`src/rtl/tmr_pkg.sv`:
```
`timescale 1ns/1ps
package tmr_pkg;

  // Word indices (byte address >> 2); decoders depend on these positions.
  localparam int unsigned WIX_CTRL   = 32'h000;
  localparam int unsigned WIX_COUNT  = 32'h001;
  localparam int unsigned WIX_RELOAD = 32'h002;
  localparam int unsigned WIX_STATUS = 32'h003;
  localparam int unsigned WIX_IDBASE = 32'h3F4;
  localparam int unsigned ID_WORDS   = 12;

  typedef struct packed {
    logic irq_en;    // bit 3
    logic ext_clk;   // bit 2
    logic ext_gate;  // bit 1
    logic run;       // bit 0
  } ctrl_t;

  function automatic logic [7:0] id_byte(input int unsigned idx);
    case (idx)
      0:       id_byte = 8'h04;
      4:       id_byte = 8'h22;
      5:       id_byte = 8'hB8;
      6:       id_byte = 8'h1B;
      8:       id_byte = 8'h0D;
      9:       id_byte = 8'hF0;
      10:      id_byte = 8'h05;
      11:      id_byte = 8'hB1;
      default: id_byte = 8'h00;
    endcase
  endfunction

endpackage

```
`src/rtl/tmr_ext_sync.sv`:
```
`timescale 1ns/1ps
module tmr_ext_sync #(
  parameter int STAGES = 2
) (
  input  logic clk,
  input  logic rst,
  input  logic ext_i,
  output logic lvl_o,
  output logic rise_o
);

  logic [STAGES-1:0] sync_q;
  logic              prev_q;

  always_ff @(posedge clk) begin
    if (rst) begin
      sync_q <= '0;
      prev_q <= 1'b0;
    end else begin
      sync_q <= {sync_q[STAGES-2:0], ext_i};
      prev_q <= sync_q[STAGES-1];
    end
  end

  assign lvl_o  = sync_q[STAGES-1];
  assign rise_o = sync_q[STAGES-1] & ~prev_q;

endmodule

```
`src/rtl/tmr_counter.sv`:
```
`timescale 1ns/1ps
module tmr_counter #(
  parameter int DATA_W = 32
) (
  input  logic              clk,
  input  logic              rst,
  input  logic              tick_i,
  input  logic              wr_cnt_i,
  input  logic              wr_rld_i,
  input  logic [DATA_W-1:0] wdata_i,
  output logic [DATA_W-1:0] cnt_o,
  output logic [DATA_W-1:0] rld_o,
  output logic              expire_o
);

  logic [DATA_W-1:0] cnt_q;
  logic [DATA_W-1:0] rld_q;

  always_ff @(posedge clk) begin
    if (rst) begin
      cnt_q <= '0;
      rld_q <= '0;
    end else if (wr_rld_i) begin
      rld_q <= wdata_i;
      cnt_q <= wdata_i;
    end else if (wr_cnt_i) begin
      cnt_q <= wdata_i;
    end else if (tick_i) begin
      if (cnt_q == '0) cnt_q <= rld_q;
      else             cnt_q <= cnt_q - DATA_W'(1);
    end
  end

  assign cnt_o    = cnt_q;
  assign rld_o    = rld_q;
  assign expire_o = tick_i & (cnt_q == DATA_W'(1)) & ~wr_cnt_i & ~wr_rld_i;

endmodule

```
`src/rtl/tmr_regs.sv`:
```
`timescale 1ns/1ps
module tmr_regs
  import tmr_pkg::*;
#(
  parameter int DATA_W = 32,
  parameter int ADDR_W = 12
) (
  input  logic              clk,
  input  logic              rst,
  input  logic              psel,
  input  logic              penable,
  input  logic              pwrite,
  input  logic [ADDR_W-1:0] paddr,
  input  logic [DATA_W-1:0] pwdata,
  input  logic [DATA_W-1:0] cnt_i,
  input  logic [DATA_W-1:0] rld_i,
  input  logic              expire_i,
  output ctrl_t             ctrl_o,
  output logic              wr_cnt_o,
  output logic              wr_rld_o,
  output logic [DATA_W-1:0] prdata_o,
  output logic              irq_o
);

  localparam int WIX_W = ADDR_W - 2;

  logic [WIX_W-1:0]  widx;
  logic [31:0]       widx32;
  logic              wr_acc;
  logic              rd_setup;
  logic              wr_ctrl;
  logic              wr_stat;
  ctrl_t             ctrl_q;
  logic              stat_q;
  logic [DATA_W-1:0] rd_mux;
  logic [DATA_W-1:0] prdata_q;
  logic              unused_bits;

  assign widx     = paddr[ADDR_W-1:2];
  assign widx32   = 32'(widx);
  assign wr_acc   = psel & penable & pwrite;
  assign rd_setup = psel & ~penable & ~pwrite;
  assign wr_ctrl  = wr_acc & (widx32 == WIX_CTRL);
  assign wr_cnt_o = wr_acc & (widx32 == WIX_COUNT);
  assign wr_rld_o = wr_acc & (widx32 == WIX_RELOAD);
  assign wr_stat  = wr_acc & (widx32 == WIX_STATUS);

  always_ff @(posedge clk) begin
    if (rst) begin
      ctrl_q <= '0;
      stat_q <= 1'b0;
    end else begin
      if (wr_ctrl) ctrl_q <= ctrl_t'(pwdata[3:0]);
      if (expire_i && ctrl_q.irq_en) stat_q <= 1'b1;
      else if (wr_stat && pwdata[0]) stat_q <= 1'b0;
    end
  end

  always_comb begin
    rd_mux = '0;
    if (widx32 == WIX_CTRL)        rd_mux = DATA_W'(ctrl_q);
    else if (widx32 == WIX_COUNT)  rd_mux = cnt_i;
    else if (widx32 == WIX_RELOAD) rd_mux = rld_i;
    else if (widx32 == WIX_STATUS) rd_mux = DATA_W'(stat_q);
    else if (widx32 >= WIX_IDBASE && widx32 < WIX_IDBASE + ID_WORDS)
      rd_mux = DATA_W'(id_byte(widx32 - WIX_IDBASE));
  end

  always_ff @(posedge clk) begin
    if (rst)           prdata_q <= '0;
    else if (rd_setup) prdata_q <= rd_mux;
  end

  assign unused_bits = ^{paddr[1:0], pwdata[DATA_W-1:4]};
  assign ctrl_o      = ctrl_q;
  assign prdata_o    = prdata_q;
  assign irq_o       = stat_q;

endmodule

```
`src/rtl/apb_dn_timer.sv`:
```
`timescale 1ns/1ps
module apb_dn_timer
  import tmr_pkg::*;
#(
  parameter int DATA_W      = 32,
  parameter int ADDR_W      = 12,
  parameter int SYNC_STAGES = 2
) (
  input  logic              clk,
  input  logic              rst,
  input  logic              psel,
  input  logic              penable,
  input  logic              pwrite,
  input  logic [ADDR_W-1:0] paddr,
  input  logic [DATA_W-1:0] pwdata,
  output logic [DATA_W-1:0] prdata,
  output logic              pready,
  input  logic              ext_in,
  output logic              irq
);

  ctrl_t             ctrl_w;
  logic              ext_lvl;
  logic              ext_rise;
  logic              tick_w;
  logic              wr_cnt_w;
  logic              wr_rld_w;
  logic              expire_w;
  logic [DATA_W-1:0] cnt_w;
  logic [DATA_W-1:0] rld_w;

  tmr_ext_sync #(.STAGES(SYNC_STAGES)) u_sync (
    .clk    (clk),
    .rst    (rst),
    .ext_i  (ext_in),
    .lvl_o  (ext_lvl),
    .rise_o (ext_rise)
  );

  // Gate and edge modes combine: each enabled qualifier must hold.
  assign tick_w = ctrl_w.run
                & (~ctrl_w.ext_gate | ext_lvl)
                & (~ctrl_w.ext_clk  | ext_rise);

  tmr_counter #(.DATA_W(DATA_W)) u_cnt (
    .clk      (clk),
    .rst      (rst),
    .tick_i   (tick_w),
    .wr_cnt_i (wr_cnt_w),
    .wr_rld_i (wr_rld_w),
    .wdata_i  (pwdata),
    .cnt_o    (cnt_w),
    .rld_o    (rld_w),
    .expire_o (expire_w)
  );

  tmr_regs #(.DATA_W(DATA_W), .ADDR_W(ADDR_W)) u_regs (
    .clk      (clk),
    .rst      (rst),
    .psel     (psel),
    .penable  (penable),
    .pwrite   (pwrite),
    .paddr    (paddr),
    .pwdata   (pwdata),
    .cnt_i    (cnt_w),
    .rld_i    (rld_w),
    .expire_i (expire_w),
    .ctrl_o   (ctrl_w),
    .wr_cnt_o (wr_cnt_w),
    .wr_rld_o (wr_rld_w),
    .prdata_o (prdata),
    .irq_o    (irq)
  );

  assign pready = 1'b1;

endmodule

```
`config.mk`:
```
export PLATFORM = sky130hd
export DESIGN_NAME = apb_dn_timer
export DESIGN_NICKNAME = d
export VERILOG_FILES = /design/src/rtl/tmr_pkg.sv /design/src/rtl/tmr_ext_sync.sv /design/src/rtl/tmr_counter.sv /design/src/rtl/tmr_regs.sv /design/src/rtl/apb_dn_timer.sv
export SDC_FILE = /design/constraint.sdc
export NUM_CORES = 1
export LEC_CHECK = 0
export BUFFER_PORTS_ARGS = -buffer_cell sky130_fd_sc_hd__clkbuf_2
export CORE_UTILIZATION = 62
export CTS_BUF_LIST = sky130_fd_sc_hd__clkbuf_16
export DETAILED_ROUTE_END_ITERATION = 10
export PLACE_DENSITY_LB_ADDON = 0.08
export REMOVE_ABC_BUFFERS = 1
export SLEW_MARGIN = 15
export SYNTH_ARGS = -nofsm -noshare
export SYNTH_HDL_FRONTEND = slang
export SYNTH_SLANG_ARGS = --single-unit
```
`constraint.sdc`:
```
create_clock -name clk -period 4.2 [get_ports clk]
set_clock_uncertainty 0.05 [all_clocks]
set_input_delay 0.42 -clock clk [delete_from_list [all_inputs] [get_ports clk]]
set_output_delay 0.42 -clock clk [all_outputs]
set_load 0.05 [all_outputs]
```
Word-level counts from Yosys, hierarchy flattened
Memories as Yosys holds them, arrays and structs flattened.
Cells that the tools add are included.
Word-level totals
  flip-flop bits (word level): 104
  latch bits: 0
  RAM bits: 0
  ROM bits: 128
  output and inout port bits: 34
  logic and storage cells: 62
  memories: 1
Memory list
  (no name shown): words 16, bits a word 8, read ports 1, clocked after Yosys merged registers in 0, write ports 0, line tmr_pkg.sv:20  | case (idx)
Operators by class
  add/subtract/negate cells: 2
  $mul: 0
  div/mod/pow operators: 0
  magnitude comparators: 2
  eq/ne operators: 4
  shift-type cells: 0
  mux-type cells: 12
  bitwise logic cells: 23
  reduce and logical (&&, ||, !) cells: 8
Operators with widths (count)
  two-way mux 32 bit: 8
  logical NOT 32 bit: 2
  == test 32 x 1 -> 1 bit, second input constant: 1
  subtractor 32 x 1 -> 32 bit, second input constant: 1
  logical NOT 28 bit: 1
  == test 10 x 2 -> 1 bit, second input constant: 2
  two-way mux 8 bit: 2
  bitwise AND 1 bit: 14
  < comparator 10 x 11 -> 1 bit, second input constant: 1
  subtractor 10 x 10 -> 11 bit, second input constant: 1
  == test 10 x 1 -> 1 bit, second input constant: 1
  greater-or-equal comparator 10 bit, second input constant: 1
  NOT 1 bit: 7
  logical AND 1 bit: 3
  nonzero test 3 bit: 1
  two-way mux 1 bit: 2
  bitwise OR 1 bit: 2
  nonzero test 2 bit: 1

Longest topological paths before layout
Gate-level depths: netlist of the first run.
  depth in word-level cells: 9
  depth in mapped cells: 10
  gate-level depth less buffers: 8

Cells and area by module
A second synthesis of the first run with hierarchy kept.
Second synthesis, totals
  cells, all modules: 705
  area, all modules: 6000.8 um2
By module, submodules not included
  tmr_counter: instances 1, cells an instance 417, area each 3577.2 um2, sequential area each 1281.2 um2
  tmr_regs: instances 1, cells an instance 276, area each 2306.0 um2, sequential area each 740.7 um2
  tmr_ext_sync: instances 1, cells an instance 7, area each 87.6 um2, sequential area each 60.1 um2
  apb_dn_timer: instances 1, cells an instance 5, area each 30.0 um2, sequential area each 0.0 um2

Worst setup path after synthesis of the first run
OpenSTA, ideal clock, no wires.
  path type: input-to-reg
  from: input port paddr[4]
  to: register u_regs.prdata_q[2], in the netlist u_regs.prdata_o[2]
  setup time: 0.116 ns
  data arrival time: 2.460 ns
  slack: 1.574 ns
  cell stages on the path: 9
  path buffers: 2
  cells stage by stage: inv_1 -> ha_1 -> or3b_2 -> nor2_1 -> and2_1 -> clkbuf_1 -> clkbuf_1 -> o21ai_0 -> a31o_2
On the way
  longest elaborated chain between the ends: 8
Ends and longest elaborated chain
  start: declaration: line apb_dn_timer.sv:14  | input logic [ADDR_W-1:0] paddr,
  subtractor 10 x 10 -> 11 bit: line tmr_regs.sv:66  | rd_mux = DATA_W'(id_byte(widx32 - WIX_IDBASE));
  memory read (16 x 8 bit) / logical NOT 28 bit (equally long branches)
  two-way mux 8 bit: line tmr_pkg.sv:20
  two-way mux 8 bit: line tmr_regs.sv:65  | else if (widx32 >= WIX_IDBASE && widx32 < WIX_IDBASE + ID_WORDS)
  two-way mux 32 bit: line tmr_regs.sv:64  | else if (widx32 == WIX_STATUS) rd_mux = DATA_W'(stat_q);
  two-way mux 32 bit: line tmr_regs.sv:63  | else if (widx32 == WIX_RELOAD) rd_mux = rld_i;
  two-way mux 32 bit: line tmr_regs.sv:62  | else if (widx32 == WIX_COUNT) rd_mux = cnt_i;
  two-way mux 32 bit *: line tmr_regs.sv:61  | if (widx32 == WIX_CTRL) rd_mux = DATA_W'(ctrl_q);
  end signal: assignment: line tmr_regs.sv:71  | else if (rd_setup) prdata_q <= rd_mux;
  end: declaration: line tmr_regs.sv:36  | logic [DATA_W-1:0] prdata_q;
Every way passes the cells marked *; elsewhere a longest branch is shown, timed or not.
A chain may end at the register's enable or synchronous reset.

Worst setup path after layout of the first run
  from: register u_cnt.cnt_q[9], in the netlist u_cnt.cnt_o[9]
  to: register u_cnt.cnt_q[3], in the netlist u_cnt.cnt_o[3]
On the way
  longest elaborated chain between the ends: 5
Ends and longest elaborated chain
  start: declaration: line tmr_counter.sv:16  | logic [DATA_W-1:0] cnt_q;
  start signal: assignment: line tmr_counter.sv:25  | cnt_q <= wdata_i;
  start signal: assignment: line tmr_counter.sv:27  | cnt_q <= wdata_i;
  start signal: assignment: line tmr_counter.sv:29  | if (cnt_q == '0) cnt_q <= rld_q;
  logical NOT 32 bit: line tmr_counter.sv:29
  two-way mux 32 bit: line tmr_counter.sv:29
  two-way mux 32 bit: line tmr_counter.sv:28  | end else if (tick_i) begin
  two-way mux 32 bit: line tmr_counter.sv:26  | end else if (wr_cnt_i) begin
  two-way mux 32 bit: line tmr_counter.sv:23  | end else if (wr_rld_i) begin
No other way between the ends. The select of a mux whose other input is x is not followed.

==> results of run 1 <==
-- routing by layer --
layer | track usage | vias up | share of wire
li1 | - | 2632 | -
met1 | 0.435 | 2641 | 0.41
met2 | 0.560 | 265 | 0.49
met3 | 0.0474 | 37 | 0.082
met4 | 0.136 | 0 | 0.020
met5 | 0 | - | 0
-- Yosys cell counts, types with 7 or more instances --
cell and instances:
nor4_1 10, xnor2_1 9, o211ai_1 9, a22o_1 24, o21ai_0 14, a22oi_1 49
o22ai_1 14, dfxtp_1 104, or3_1 9, xor2_1 13, inv_1 13, nor3_1 18
nand2_1 97, ha_1 10, nand3_1 16, clkbuf_1 43, o32ai_1 7, a21oi_1 65
nor2_1 72
-- layout by cell type, fill, tap and decap left out, types with 4 or more instances in the layout --
cell / n
nand4_1: 6
clkbuf_2: 79
nand2_1: 97
a211o_1: 5
xnor2_1: 9
buf_4: 15
nor4_1: 10
a22o_1: 24
ha_1: 10
inv_1: 14
nor2b_1: 6
nand4b_1: 4
or3_1: 9
or2_2: 4
o211ai_1: 9
nor3_1: 18
xor2_1: 13
nor2_1: 71
o21ai_0: 14
a221o_1: 6
a211oi_2: 4
o32ai_1: 7
o22ai_1: 14
a21oi_1: 65
a22oi_1: 49
or4_4: 5
clkbuf_16: 9
a211oi_1: 4
dfxtp_1: 104
nand3_1: 16
-- metrics by stage --
step | total power [mW] | worst slack [ps] | cells | hold slack [ps]
5_1_grt | 1.92 | 1090 | 857 | 265
2_1_floorplan | 1.05 | 143 | 639 | 364
6_report | 1.87 | 1180 | 857 | 229
3_3_place_gp | 1.10 | 1010 | 841 | 374
3_5_place_dp | 1.11 | 910 | 841 | 375
4_1_cts | 1.87 | 1220 | 857 | 230
-- critical path, stage by stage, from the launching register on --
cell and delay [ps]:
dfxtp_1 380, or4_4 590, or4_4 680, or3_1 440
buf_4 270, nand2_1 110, o211ai_1 100, a211oi_1 280
-- kinds of logic after synthesis --
group	synth area share
flops	0.377
buf+inv	0.0485
xor+xnor	0.0349
compound gates	0.275
fa+ha+maj	0.0227
simple gates	0.237
mux	0.00363
other cells	0.000680
-- power groups by stage --
| stage | registers (mW) | clock network (mW) | logic (mW) |
|---|---|---|---|
| floorplan | 1.01 | 0 | 0.0340 |
| global placement | 1.01 | 0 | 0.0912 |
| detailed placement | 1.01 | 0 | 0.0945 |
| CTS | 0.988 | 0.791 | 0.0950 |
| global route | 0.988 | 0.832 | 0.105 |
| finish | 0.988 | 0.788 | 0.0962 |
-- final cells by class --
type                       instances  area, sq um
fill                             756         2450
timing repair buffer              94          508
clock buffer                       9          225
multi-input combinational        522         3180
tap                              108          135
clock inverter                     7         48.8
inverter                          13         48.8
sequential                       104         2080
-- registers in the layout, summed over array words and instances, names as in the netlist --
register and flops:
u_cnt.cnt_o 32, u_cnt.rld_o 32, u_regs.prdata_o 32, u_regs.ctrl_o 4, u_sync.sync_q 2, u_regs.irq_o 1
u_sync.prev_q 1
-- final timing paths --
check / start / end / slack, ps / depth (start not counted)
worst min-delay path: ext_in / u_sync.sync_q[0] / 230 / 2
worst max register to register: u_cnt.cnt_o[9] / u_cnt.cnt_o[3] / 1180 / 7
worst min register to register: u_sync.sync_q[0] / u_sync.sync_q[1] / 400 / 1
worst max-delay path: u_cnt.cnt_o[9] / u_cnt.cnt_o[3] / 1180 / 7
==> results.toml, run 1 <==
[sta]
fmax_ghz = 0.331
min_period_over_period = 0.719
rsz0062_at_grt = "false"
worst_slew_pin_slew_ps = 841
slew_viol_final = 0
report.final.setup_viol = 0
fin_crit_ps = 3020
setup-tns-final_ps = 0
hold_viol_final = 0
slew-limit-headroom = 0.437

[global_route]
grt_pass1_wl_um = 24200
first_global_vias = 5001
overflow = 0
grt_use_total = 0.336
grt_max_degree = 58
antenna_found_initial = 0

[synth]
synth_edf_count = 0
synth_area_sq_um = 5520
synthesis.instances = 689
yosysUniqueCellTypes = 57
synthTopCellsByArea = "dfxtp_1 (38%), a22oi_1 (6.7%), nand2_1 (6.6%), a21oi_1 (5.9%), nor2_1 (4.9%)"
syn_area_per_cell_sq_um = 8.00
synth_top_area_cell = "dfxtp_1"
ys_ff_latch = 104
synth_top_area_share = 0.377
yosysWarnings = 0
synth-seq-area-share = 0.377
synthFlopType = "dfxtp_1"
async_flop_share = 0

[cts]
cts_setup_buffers = 0
post_cts_hold_buffer_count = 0
cts_root_buf = "clkbuf_16"
clk_pin_slew_ps = 70
clock-sinks = 104
cts_made_buffers = 9
h-tree-depth = 3
cts.repair.resized = 0
cts_tree = "built"
clockBufferDepth = 2
clock_latency_ps = 350

[place]
gp_congestion = 0.943
place_hpwl_um = 10100
place_area_sq_um = 5950
io_buffers = 80

[floorplan]
core_sq_um = 8680
rows = 34
die_area_sq_um = 9280
start_util = 0.636
io_pins = 84
dieWidth_um = 96.3
fp.dieH_um = 96.3

[setup_path]
cp_max_fo = 35
cp.arrival_ps = 3210
cp-end-kind = "flip-flop"
worstSetupPathType = "flip-flop to flip-flop"
worstPathRequired_ps = 4390
cp-start-kind = "flip-flop"

[cells_and_area]
drive_gt1_frac = 0.182
antenna_cells = 0
fin_util = 0.717
fin_area_sq_um = 6220
final_nets = 804
syn2layout_area_growth_pct = 12.9

[power]
seq_power_share = 0.528
p_clk_frac = 0.421
p_int_mw = 1.42
powerDensity_nw_per_um2 = 301
netSwitchingFraction = 0.241
leakagePower_nw = 2.37
combinationalPowerShare = 0.051
p_sw_mw = 0.451
peakVddDrop_v = 0.000193

[worst_hold_path]
hold_path.class = "input port to flip-flop"

[flow_run]
cap_violations = 0

[run_status]
outcome = "complete, no violations"

[routing]
drtIter0Drc = 455
viasPerCell = 6.51
drt-wirelength-per-cell_um = 17.6
drt_wl_total_um = 15100
antenna_left = 0
drtPass1Iterations = 5
vias = 5575
drc = 0
No activity file was read; power rests on OpenSTA's default activity.
==> run 2, diff against run 1 <==
Settings changed: CORE_UTILIZATION 62 to 52.
Clock period 4.2 ns to 2.6 ns, I/O delays scaled along.
==> run 2 against run 1 <==
  * Worst hold slack lost 160 ps
  * Via count grew 1.1%
  * Total power grew 65%
  * Sequential cell count is the same
  * Cell count grew 7.9%
  * Critical endpoint unchanged
  * Largest power group unchanged
==> results.toml, run 2 (synthesis results as in run 1) <==
[floorplan]
core_sq_um = 10300
die_area_sq_um = 11000
fp.dieH_um = 105
start_util = 0.534
io_pins = 84
dieWidth_um = 105
rows = 37

[routing]
drc = 0
antenna_left = 0
drt_wl_total_um = 16200
drt-wirelength-per-cell_um = 17.5
drtIter0Drc = 508
viasPerCell = 6.10
drtPass1Iterations = 5
vias = 5638

[place]
io_buffers = 80
dpl.cell_count = 910
place_hpwl_um = 11300
gp_congestion = 0.884

[cells_and_area]
instances_no_fill = 925
antenna_cells = 0
final_cell_mix = "dfxtp_1 (104), nand2_1 (97), clkbuf_2 (79)"
fill_cells = 946
multi_input_area_sq_um = 3220
syn2layout_area_growth_pct = 20.7
drive_gt1_frac = 0.227
fin_util = 0.645
final_common_cell = "dfxtp_1"
final_nets = 845
regArea_sq_um = 2080

[global_route]
grt_use_total = 0.295
grt_pass1_wl_um = 26100
antenna_found_initial = 0
grt_max_degree = 61
overflow = 0
first_global_vias = 5229

[cts]
cts_tree = "built"
clock_latency_ps = 350
cts_setup_buffers = 0
clockBufferDepth = 2
clock-sinks = 104
cts_made_buffers = 9
h-tree-depth = 3
clk_pin_slew_ps = 70
post_cts_hold_buffer_count = 0
cts_root_buf = "clkbuf_16"

[setup_path]
cp_slowest_cell = "or4_4"
cp.arrival_ps = 2770
cp_max_fo = 11
worstPathRequired_ps = 2810
path_buf_inv = 1
worst_path_most_repeated_cell = "or4_4"
cp_slowest_stage_delay_ps = 550
cp-start-kind = "flip-flop"
critPathTopFamily = "simple AND/OR/NAND/NOR gates"
worstSetupPathType = "flip-flop to flip-flop"
cp-end-kind = "flip-flop"
path_cells = "or4_4 -> or4_4 -> or3_4 -> buf_4 -> nand2_1 -> o211ai_1 -> a211oi_1"

[power]
leakagePower_nw = 2.61
peakVddDrop_v = 0.000373
powerDensity_nw_per_um2 = 463

[sta]
hold_viol_final = 0
slew_viol_final = 0
fin_crit_ps = 2570
min_period_over_period = 0.987
slew-limit-headroom = 0.386
worst_slew_pin_slew_ps = 921
setup-tns-final_ps = 0
timing.hold.ws_ps = 70.6
fmax_ghz = 0.390
rsz0062_at_grt = "true"
report.final.setup_viol = 0

[run_status]
outcome = "complete, no violations"

[worst_hold_path]
hold_path.class = "input port to flip-flop"

[flow_run]
cap_violations = 0
run 2: cell count changes in the layout (fill, tap and decap cells not counted), sizes merged:
cell	change
buf	+41
bufinv	+1
clkinvlp	-1
inv	-1
run 2: power breakdown:
| part | total [mW] | internal [mW] | switching [mW] | leakage (nW) |
|---|---|---|---|---|
| clock | 1.32 | 0.729 | 0.590 | 0.135 |
| combinational | 0.165 | 0.0586 | 0.107 | 1.64 |
| sequential | 1.60 | 1.59 | 0.00135 | 0.838 |
run 2: worst paths after layout:
check                         from          endpoint  cells after the start  slack [ps]
hold / removal              ext_in  u_sync.sync_q[0]                      2          70
hold reg to reg   u_sync.sync_q[0]  u_sync.sync_q[1]                      1         400
setup reg to reg    u_cnt.cnt_o[9]    u_cnt.cnt_o[3]                      7          30
setup / recovery    u_cnt.cnt_o[9]    u_cnt.cnt_o[3]                      7          30
run 2: routing by layer:
| metal | wire (um) | up-vias | track usage | share of wire |
|---|---|---|---|---|
| li1 | - | 2714 | - | - |
| met1 | 7020 | 2670 | 0.387 | 0.43 |
| met2 | 7820 | 231 | 0.486 | 0.48 |
| met3 | 1060 | 23 | 0.0493 | 0.066 |
| met4 | 290 | 0 | 0.108 | 0.018 |
| met5 | 0 | - | 0 | 0 |
run 2: metrics by stage:
step | cell area (sq um) | power (mW) | setup WS, ps
2_1_floorplan | 5300 | 1.69 | -1300
3_3_place_gp | 6330 | 1.79 | 37.6
3_5_place_dp | 6330 | 1.80 | -38.9
4_1_cts | 6630 | 3.09 | 22.7
5_1_grt | 6660 | 3.18 | -20.9
6_report | 6660 | 3.08 | 33.2
run 2: cell type report:
| cell class | instances | share of cell area |
|---|---|---|
| flip-flops and latches | 104 | 0.313 |
| clock inverters | 6 | 0.00789 |
| well taps | 136 | 0.0256 |
| multi-input cells | 522 | 0.483 |
| inverters | 13 | 0.00733 |
| repair buffers | 135 | 0.129 |
| clock buffers | 9 | 0.0338 |
run 2: repair_timing:
action                                  CTS  global route
cloned                                    0             0
pin swaps                                 0             1
resized for setup                         2             6
endpoints found under the setup margin    5             6
